**src/rtl/snp_pkg.sv**
```systemverilog
package snp_pkg;
  typedef enum logic [1:0] {
    LS_INV = 2'b00,
    LS_SHR = 2'b01,
    LS_DEX = 2'b10
  } line_state_t;

  typedef enum logic {
    OP_INTX  = 1'b0,
    OP_INVAL = 1'b1
  } snoop_op_t;

  typedef enum logic {
    EN_IDLE = 1'b0,
    EN_WAIT = 1'b1
  } engine_st_t;

  // state reported for a lookup
  function automatic line_state_t resp_of(input logic hit, input line_state_t st);
    return hit ? st : LS_INV;
  endfunction

  // a dirty-exclusive owner must supply the block
  function automatic logic needs_data(input line_state_t st);
    return st == LS_DEX;
  endfunction
endpackage

```
**src/rtl/snp_fifo.sv**
```systemverilog
module snp_fifo #(
  parameter int WIDTH = 11,
  parameter int DEPTH = 4
) (
  input  logic             clk,
  input  logic             rst_n,
  input  logic             push,
  input  logic [WIDTH-1:0] din,
  input  logic             pop,
  output logic [WIDTH-1:0] dout,
  output logic             empty,
  output logic             full
);
  localparam int PTR_W = (DEPTH > 1) ? $clog2(DEPTH) : 1;
  localparam int CNT_W = $clog2(DEPTH + 1);

  logic [WIDTH-1:0] mem [DEPTH];
  logic [PTR_W-1:0] wr_q, rd_q;
  logic [CNT_W-1:0] cnt_q;
  logic             push_ok, pop_ok;

  function automatic logic [PTR_W-1:0] bump(input logic [PTR_W-1:0] p);
    return (p == PTR_W'(DEPTH - 1)) ? '0 : p + 1'b1;
  endfunction

  assign empty   = (cnt_q == '0);
  assign full    = (cnt_q == CNT_W'(DEPTH));
  assign push_ok = push && !full;
  assign pop_ok  = pop && !empty;
  assign dout    = mem[rd_q];

  always_ff @(posedge clk) begin
    if (!rst_n) begin
      wr_q  <= '0;
      rd_q  <= '0;
      cnt_q <= '0;
    end else begin
      if (push_ok) wr_q <= bump(wr_q);
      if (pop_ok)  rd_q <= bump(rd_q);
      if (push_ok && !pop_ok)      cnt_q <= cnt_q + 1'b1;
      else if (pop_ok && !push_ok) cnt_q <= cnt_q - 1'b1;
    end
  end

  always_ff @(posedge clk) begin
    if (push_ok) mem[wr_q] <= din;
  end

  p_pop_nonempty_r1: assert property (@(posedge clk) disable iff (!rst_n)
    pop |-> !empty);
  p_count_up_r7: assert property (@(posedge clk) disable iff (!rst_n)
    (push_ok && !pop_ok) |=> cnt_q == $past(cnt_q) + CNT_W'(1));
  p_no_overflow_r7: assert property (@(posedge clk) disable iff (!rst_n)
    cnt_q <= CNT_W'(DEPTH));
endmodule

```
**src/rtl/snp_tag_array.sv**
```systemverilog
module snp_tag_array
  import snp_pkg::*;
#(
  parameter int ADDR_W = 10,
  parameter int SETS   = 8
) (
  input  logic              clk,
  input  logic              rst_n,
  input  logic [ADDR_W-1:0] rd_addr,
  output logic              rd_hit,
  output line_state_t       rd_state,
  input  logic              inv_en,
  input  logic [ADDR_W-1:0] inv_addr,
  input  logic              fill_en,
  input  logic [ADDR_W-1:0] fill_addr,
  input  line_state_t       fill_state
);
  localparam int IDX_W = $clog2(SETS);
  localparam int TAG_W = ADDR_W - IDX_W;

  line_state_t      st_q  [SETS];
  logic [TAG_W-1:0] tag_q [SETS];

  function automatic logic [IDX_W-1:0] idx_f(input logic [ADDR_W-1:0] a);
    return a[IDX_W-1:0];
  endfunction

  function automatic logic [TAG_W-1:0] tag_f(input logic [ADDR_W-1:0] a);
    return a[ADDR_W-1:IDX_W];
  endfunction

  assign rd_state = st_q[idx_f(rd_addr)];
  assign rd_hit   = (rd_state != LS_INV) && (tag_q[idx_f(rd_addr)] == tag_f(rd_addr));

  always_ff @(posedge clk) begin
    if (!rst_n) begin
      for (int i = 0; i < SETS; i++) st_q[i] <= LS_INV;
    end else begin
      if (inv_en)  st_q[idx_f(inv_addr)]  <= LS_INV;
      if (fill_en) st_q[idx_f(fill_addr)] <= fill_state;
    end
  end

  always_ff @(posedge clk) begin
    if (fill_en) tag_q[idx_f(fill_addr)] <= tag_f(fill_addr);
  end
endmodule

```
**src/rtl/snp_engine.sv**
```systemverilog
module snp_engine
  import snp_pkg::*;
#(
  parameter int ADDR_W = 10
) (
  input  logic              clk,
  input  logic              rst_n,
  input  logic              q_empty,
  input  snoop_op_t         q_op,
  input  logic [ADDR_W-1:0] q_addr,
  output logic              q_pop,
  input  logic              look_hit,
  input  line_state_t       look_state,
  output logic              inv_en,
  output logic              rsp_valid,
  output line_state_t       rsp_state,
  output snoop_op_t         rsp_op,
  output logic [ADDR_W-1:0] rsp_addr,
  output logic              dreq_valid,
  output logic [ADDR_W-1:0] dreq_addr,
  input  logic              dgrant,
  output logic              ddone
);
  engine_st_t  fsm_q;
  line_state_t found;
  logic        take;

  assign take   = (fsm_q == EN_IDLE) && !q_empty;
  assign q_pop  = take;
  assign found  = resp_of(look_hit, look_state);
  assign inv_en = take && look_hit;

  always_ff @(posedge clk) begin
    if (!rst_n) begin
      fsm_q      <= EN_IDLE;
      rsp_valid  <= 1'b0;
      rsp_state  <= LS_INV;
      rsp_op     <= OP_INTX;
      rsp_addr   <= '0;
      dreq_valid <= 1'b0;
      dreq_addr  <= '0;
      ddone      <= 1'b0;
    end else begin
      rsp_valid <= 1'b0;
      ddone     <= 1'b0;
      case (fsm_q)
        EN_IDLE: if (take) begin
          rsp_valid <= 1'b1;
          rsp_state <= found;
          rsp_op    <= q_op;
          rsp_addr  <= q_addr;
          if (needs_data(found)) begin
            fsm_q      <= EN_WAIT;
            dreq_valid <= 1'b1;
            dreq_addr  <= q_addr;
          end
        end
        EN_WAIT: if (dgrant) begin
          fsm_q      <= EN_IDLE;
          dreq_valid <= 1'b0;
          ddone      <= 1'b1;
        end
        default: fsm_q <= EN_IDLE;
      endcase
    end
  end

  p_dex_data_r4: assert property (@(posedge clk) disable iff (!rst_n)
    (rsp_valid && rsp_state == LS_DEX) |-> (dreq_valid && dreq_addr == rsp_addr));
  p_miss_nodata_r6: assert property (@(posedge clk) disable iff (!rst_n)
    (rsp_valid && rsp_state != LS_DEX) |-> !dreq_valid);
  p_hold_r8: assert property (@(posedge clk) disable iff (!rst_n)
    (dreq_valid && !dgrant) |=> (dreq_valid && $stable(dreq_addr)));
  p_done_after_grant_r8: assert property (@(posedge clk) disable iff (!rst_n)
    ddone |-> $past(dreq_valid && dgrant));
  p_done_pulse_r8: assert property (@(posedge clk) disable iff (!rst_n)
    ddone |=> !ddone);
  p_stall_r9: assert property (@(posedge clk) disable iff (!rst_n)
    (dreq_valid && !dgrant) |=> !rsp_valid);
endmodule

```
**src/rtl/snoop_responder.sv**
```systemverilog
module snoop_responder
  import snp_pkg::*;
#(
  parameter int ADDR_W = 10,
  parameter int SETS   = 8,
  parameter int DEPTH  = 4
) (
  input  logic              clk,
  input  logic              rst_n,
  input  logic              req_valid,
  output logic              req_ready,
  input  logic              req_op,
  input  logic [ADDR_W-1:0] req_addr,
  output logic              rsp_valid,
  output logic [1:0]        rsp_state,
  output logic              rsp_op,
  output logic [ADDR_W-1:0] rsp_addr,
  output logic              dreq_valid,
  output logic [ADDR_W-1:0] dreq_addr,
  input  logic              dgrant,
  output logic              ddone,
  input  logic              fill_valid,
  input  logic [ADDR_W-1:0] fill_addr,
  input  logic [1:0]        fill_state
);
  localparam int ENTRY_W = ADDR_W + 1;

  logic [ENTRY_W-1:0] head;
  logic               q_empty, q_full, q_pop, q_push;
  logic               look_hit, inv_en;
  line_state_t        look_state, eng_state;
  snoop_op_t          eng_op;
  logic [ADDR_W-1:0]  head_addr;

  assign q_push    = req_valid && req_ready;
  assign req_ready = !q_full;
  assign head_addr = head[ADDR_W-1:0];

  snp_fifo #(.WIDTH(ENTRY_W), .DEPTH(DEPTH)) u_queue (
    .clk(clk), .rst_n(rst_n),
    .push(q_push), .din({req_op, req_addr}),
    .pop(q_pop), .dout(head),
    .empty(q_empty), .full(q_full)
  );

  snp_tag_array #(.ADDR_W(ADDR_W), .SETS(SETS)) u_tags (
    .clk(clk), .rst_n(rst_n),
    .rd_addr(head_addr), .rd_hit(look_hit), .rd_state(look_state),
    .inv_en(inv_en), .inv_addr(head_addr),
    .fill_en(fill_valid), .fill_addr(fill_addr),
    .fill_state(line_state_t'(fill_state))
  );

  snp_engine #(.ADDR_W(ADDR_W)) u_engine (
    .clk(clk), .rst_n(rst_n),
    .q_empty(q_empty), .q_op(snoop_op_t'(head[ADDR_W])), .q_addr(head_addr),
    .q_pop(q_pop),
    .look_hit(look_hit), .look_state(look_state), .inv_en(inv_en),
    .rsp_valid(rsp_valid), .rsp_state(eng_state), .rsp_op(eng_op),
    .rsp_addr(rsp_addr),
    .dreq_valid(dreq_valid), .dreq_addr(dreq_addr),
    .dgrant(dgrant), .ddone(ddone)
  );

  assign rsp_state = eng_state;
  assign rsp_op    = eng_op;

  p_one_rsp_r2: assert property (@(posedge clk) disable iff (!rst_n)
    rsp_valid |-> $past(q_pop));
endmodule

```
**config.mk**
```make
export PLATFORM = sky130hd
export DESIGN_NAME = snoop_responder
export DESIGN_NICKNAME = d
export VERILOG_FILES = /design/src/rtl/snp_pkg.sv /design/src/rtl/snp_fifo.sv /design/src/rtl/snp_tag_array.sv /design/src/rtl/snp_engine.sv /design/src/rtl/snoop_responder.sv
export SDC_FILE = /design/constraint.sdc
export NUM_CORES = 1
export LEC_CHECK = 0
export ABC_AREA = 1
export BUFFER_PORTS_ARGS = -buffer_cell sky130_fd_sc_hd__buf_2
export CORE_AREA = 2 2 125 127
export CTS_BUF_LIST = sky130_fd_sc_hd__clkbuf_4 sky130_fd_sc_hd__clkbuf_8
export DETAILED_ROUTE_END_ITERATION = 16
export DIE_AREA = 0 0 127 129
export SLEW_MARGIN = 25
export SYNTH_ARGS = -nofsm -noshare
export SYNTH_HDL_FRONTEND = slang
export SYNTH_SLANG_ARGS = --single-unit
```
**constraint.sdc**
```tcl
create_clock -name clk -period 2.6 [get_ports clk]
set_input_delay 0.39 -clock clk [delete_from_list [all_inputs] [get_ports clk]]
set_output_delay 0.39 -clock clk [all_outputs]
set_load 0.05 [all_outputs]
```
==> out/metrics.yaml <==
clock_network:
  clkTransAtPathRegs_ns: 0.08
  cts.sinks: 152
  holdBufCountCts: 0
  clockBufferDepth: 2
  cts_buffers: 17
  h-tree-depth: 4
  cts_tree: "yes"
  clkLatencyLatePin_ns: 0.45
  cts_root_buffer: "clkbuf_8"
detailed_routing:
  routed-via-count: 5167
  drc: 0
  drt-pass1-iter-count: 5
  wl_per_cell_um: 16.0
  viasPerCell: 5.11
  routed_wl_um: 16100
  drtAntennaViolNets: 0
  drt_iter0_markers: 499
final_layout:
  fin_util_pct: 54.7
  nets: 847
  final-instance-count-excl-fill: 1012
  area_delta_synth_final_pct: 18.8
  drive_above_1_share_pct: 24.0
  n_antenna_cell: 0
  layout_commonest_cell: "nand2_1"
  fin_area_um2: 8190
  most-common-layout-cells: "187 x nand2_1, 116 x edfxtp_1, 78 x inv_1"
yosys:
  ys_seq_area_share_pct: 61.0
  synth_fp_nets: 746
  syn_avg_cell_area_um2: 9.70
  yosys_most_used_dff: "edfxtp_1"
  synth-edff-count: 116
  synth-seq-cells: 152
  yosysUniqueCellTypes: 39
  yosys_warnings: 0
  ys_top_cells_by_area: "edfxtp_1 51%, nand2_1 11%, dfxtp_1 10%"
  synth_top_area_share_pct: 50.5
  syn_area_um2: 6900
  ys_async_sr_fraction_pct: 0
  syn_inst: 711
  synth_top_area_cell: "edfxtp_1"
job:
  maxCapViolations: 0
global_route:
  met3_usage_pct: 4.24
  grt_pass1_vias: 4855
  gr-total-overflow: 0
  grt_first_pass_wirelength_um: 25500
  grt_use_total_pct: 20.5
  grt_util_met2_pct: 32.4
  grt_max_degree: 46
  grt_antenna_before_repair: 0
  grt-busiest-layer: "met2"
  gr-usage-met1_pct: 28.6
status:
  outcome: "finished, final reports clean"
timing:
  hold_viol: 0
  setup_viol: 0
  fin_crit_ns: 2.53
  max_slew_margin_pct: 55.8
  rsz0062_at_grt: "yes"
  fmax_mhz: 396
  whs_ns: 0.150
  worst_pin_slew_ns: 0.661
  setup_slack_ns: 0.0745
  fin_skew_ns: 0.0146
  period_share_pct: 97.1
  drv_slew: 0
worst_setup_path:
  cp-end-kind: "flop"
  critical-path-top-cell-by-count: "buf_6"
  cpMaxStageDelayCell: "dfxtp_4"
  critPathMaxFanout: 10
  critical_path_required_ns: 2.77
  crit_family: "simple AND/OR/NAND/NOR gates"
  cp.arrival_ns: 2.69
  worstPathBufferInverterCount: 3
  crit_chain: "buf_6, buf_6, or2_2, a32oi_2, buf_6, o21ai_1, nand2_2, nand4_1, nor2_4, nand4_1, nand3_2"
  max_stage_delay_ns: 0.38
  critPathLaunchType: "flop"
  criticalPathCategory: "flop to flop"
floorplan:
  initial_core_util_pct: 46.0
  num_rows: 45
  die_w_um: 127
  io_pins: 55
  dieArea_um2: 16400
  die_h_um: 129
  core_area_um2: 15000
pwr:
  p_leak_nw: 3.53
  powerDensity_nw_per_um2: 1120
  ir_drop_uv: 432
placement:
  gp_congestion: 0.836
  post-place-ws_ns: -0.0101
  portBuffers: 54
  placed_area_um2: 7550
  hpwl_um: 11100
  post-place-cells: 968
hold_path:
  hold_class: "input port to flop"
state kept, by name, indices dropped and copies added, names as in the netlist, named ones only:
name / flops
u_tags.tag_q: 56
u_queue.mem: 44
u_tags.st_q: 16
u_engine.dreq_addr: 10
u_engine.rsp_addr: 10
u_queue.cnt_q: 3
u_engine.rsp_state: 2
u_queue.rd_q: 2
u_queue.wr_q: 2
u_engine.ddone: 1
u_engine.dreq_valid: 1
u_engine.fsm_q: 1
u_engine.rsp_op: 1
u_engine.rsp_valid: 1
cells by family after synthesis:
logic type,synth area share (%)
buffers and inverters,7.71
AND/OR/NAND/NOR,25.1
AO/OA/AOI/OAI,4.77
flip-flops,61.0
XOR/XNOR,0.127
adder cells (fa/ha/maj),1.38
Yosys cell counts (2+ instances only):
library cell and n:
nand3_2 5, buf_4 4, buf_2 8, edfxtp_1 116, a31oi_1 2, nor2_2 2, o21ai_1 3, or2_2 16
nand3b_1 14, clkbuf_1 6, nand2_4 2, dfxtp_1 36, a32oi_1 4, inv_1 78, a21oi_1 17, o21ai_0 23
nand3_1 53, nand2_1 197, buf_6 11, nor2_1 70, nor2_4 3, ha_1 6, inv_2 2, nand4_1 18
worst register-to-register path, delay by kind of cell (launching register included):
kind / cells / cell delay (ns)
simple gates: 6 / 1.14
compound gates: 2 / 0.28
buf+inv: 3 / 0.43
flops: 1 / 0.38
per-layer routing:
layer	routed length, um	share of wire (%)	vias up
met4	170	1.1	0
met3	787	4.9	16
met1	7530	47	2463
met2	7670	47	128
li1	-	-	2560
met5	0	0	-
metrics by stage:
step | power [mW] | setup TNS, ns
after CTS | 8.69 | 0
after global placement | 6.98 | 0
after detailed placement | 7.05 | -0.0312
after floorplan | 5.86 | 0
final | 9.16 | 0
after global routing | 9.83 | -1.27
layout make-up:
cell class / instances / area, um2
inverter: 82 / 329
fill: 1343 / 6780
clock buffer: 19 / 249
timing repair buffer: 110 / 785
sequential: 152 / 4210
multi-input combinational: 449 / 2280
tap: 188 / 235
clock inverter: 12 / 104
path summary, 6_finish.rpt:
check / start / to / slack [ns] / cells past startpoint
setup / recovery: flop / u_tags.st_q[0][1] / 0.07 / 11
hold / removal: dgrant / u_engine.fsm_q / 0.15 / 2
setup reg to reg: flop / u_tags.st_q[0][1] / 0.07 / 11
hold reg to reg: u_engine.fsm_q / u_engine.ddone / 0.49 / 2
power by group:
group,switching [mW],internal (mW),leakage [nW]
logic,2.89,1.61,1.98
registers,0.139,2.89,1.38
clock network,0.870,0.764,0.168
repair_timing:
action / CTS / global route
resized for setup: 2 / 42
setup buffers: 0 / 10
gates cloned: 0 / 3
endpoints found under the hold margin: 0 / 0
setup endpoints to repair: 17 / 29
pin swaps: 1 / 9
Power figures use the tool's default switching activity.
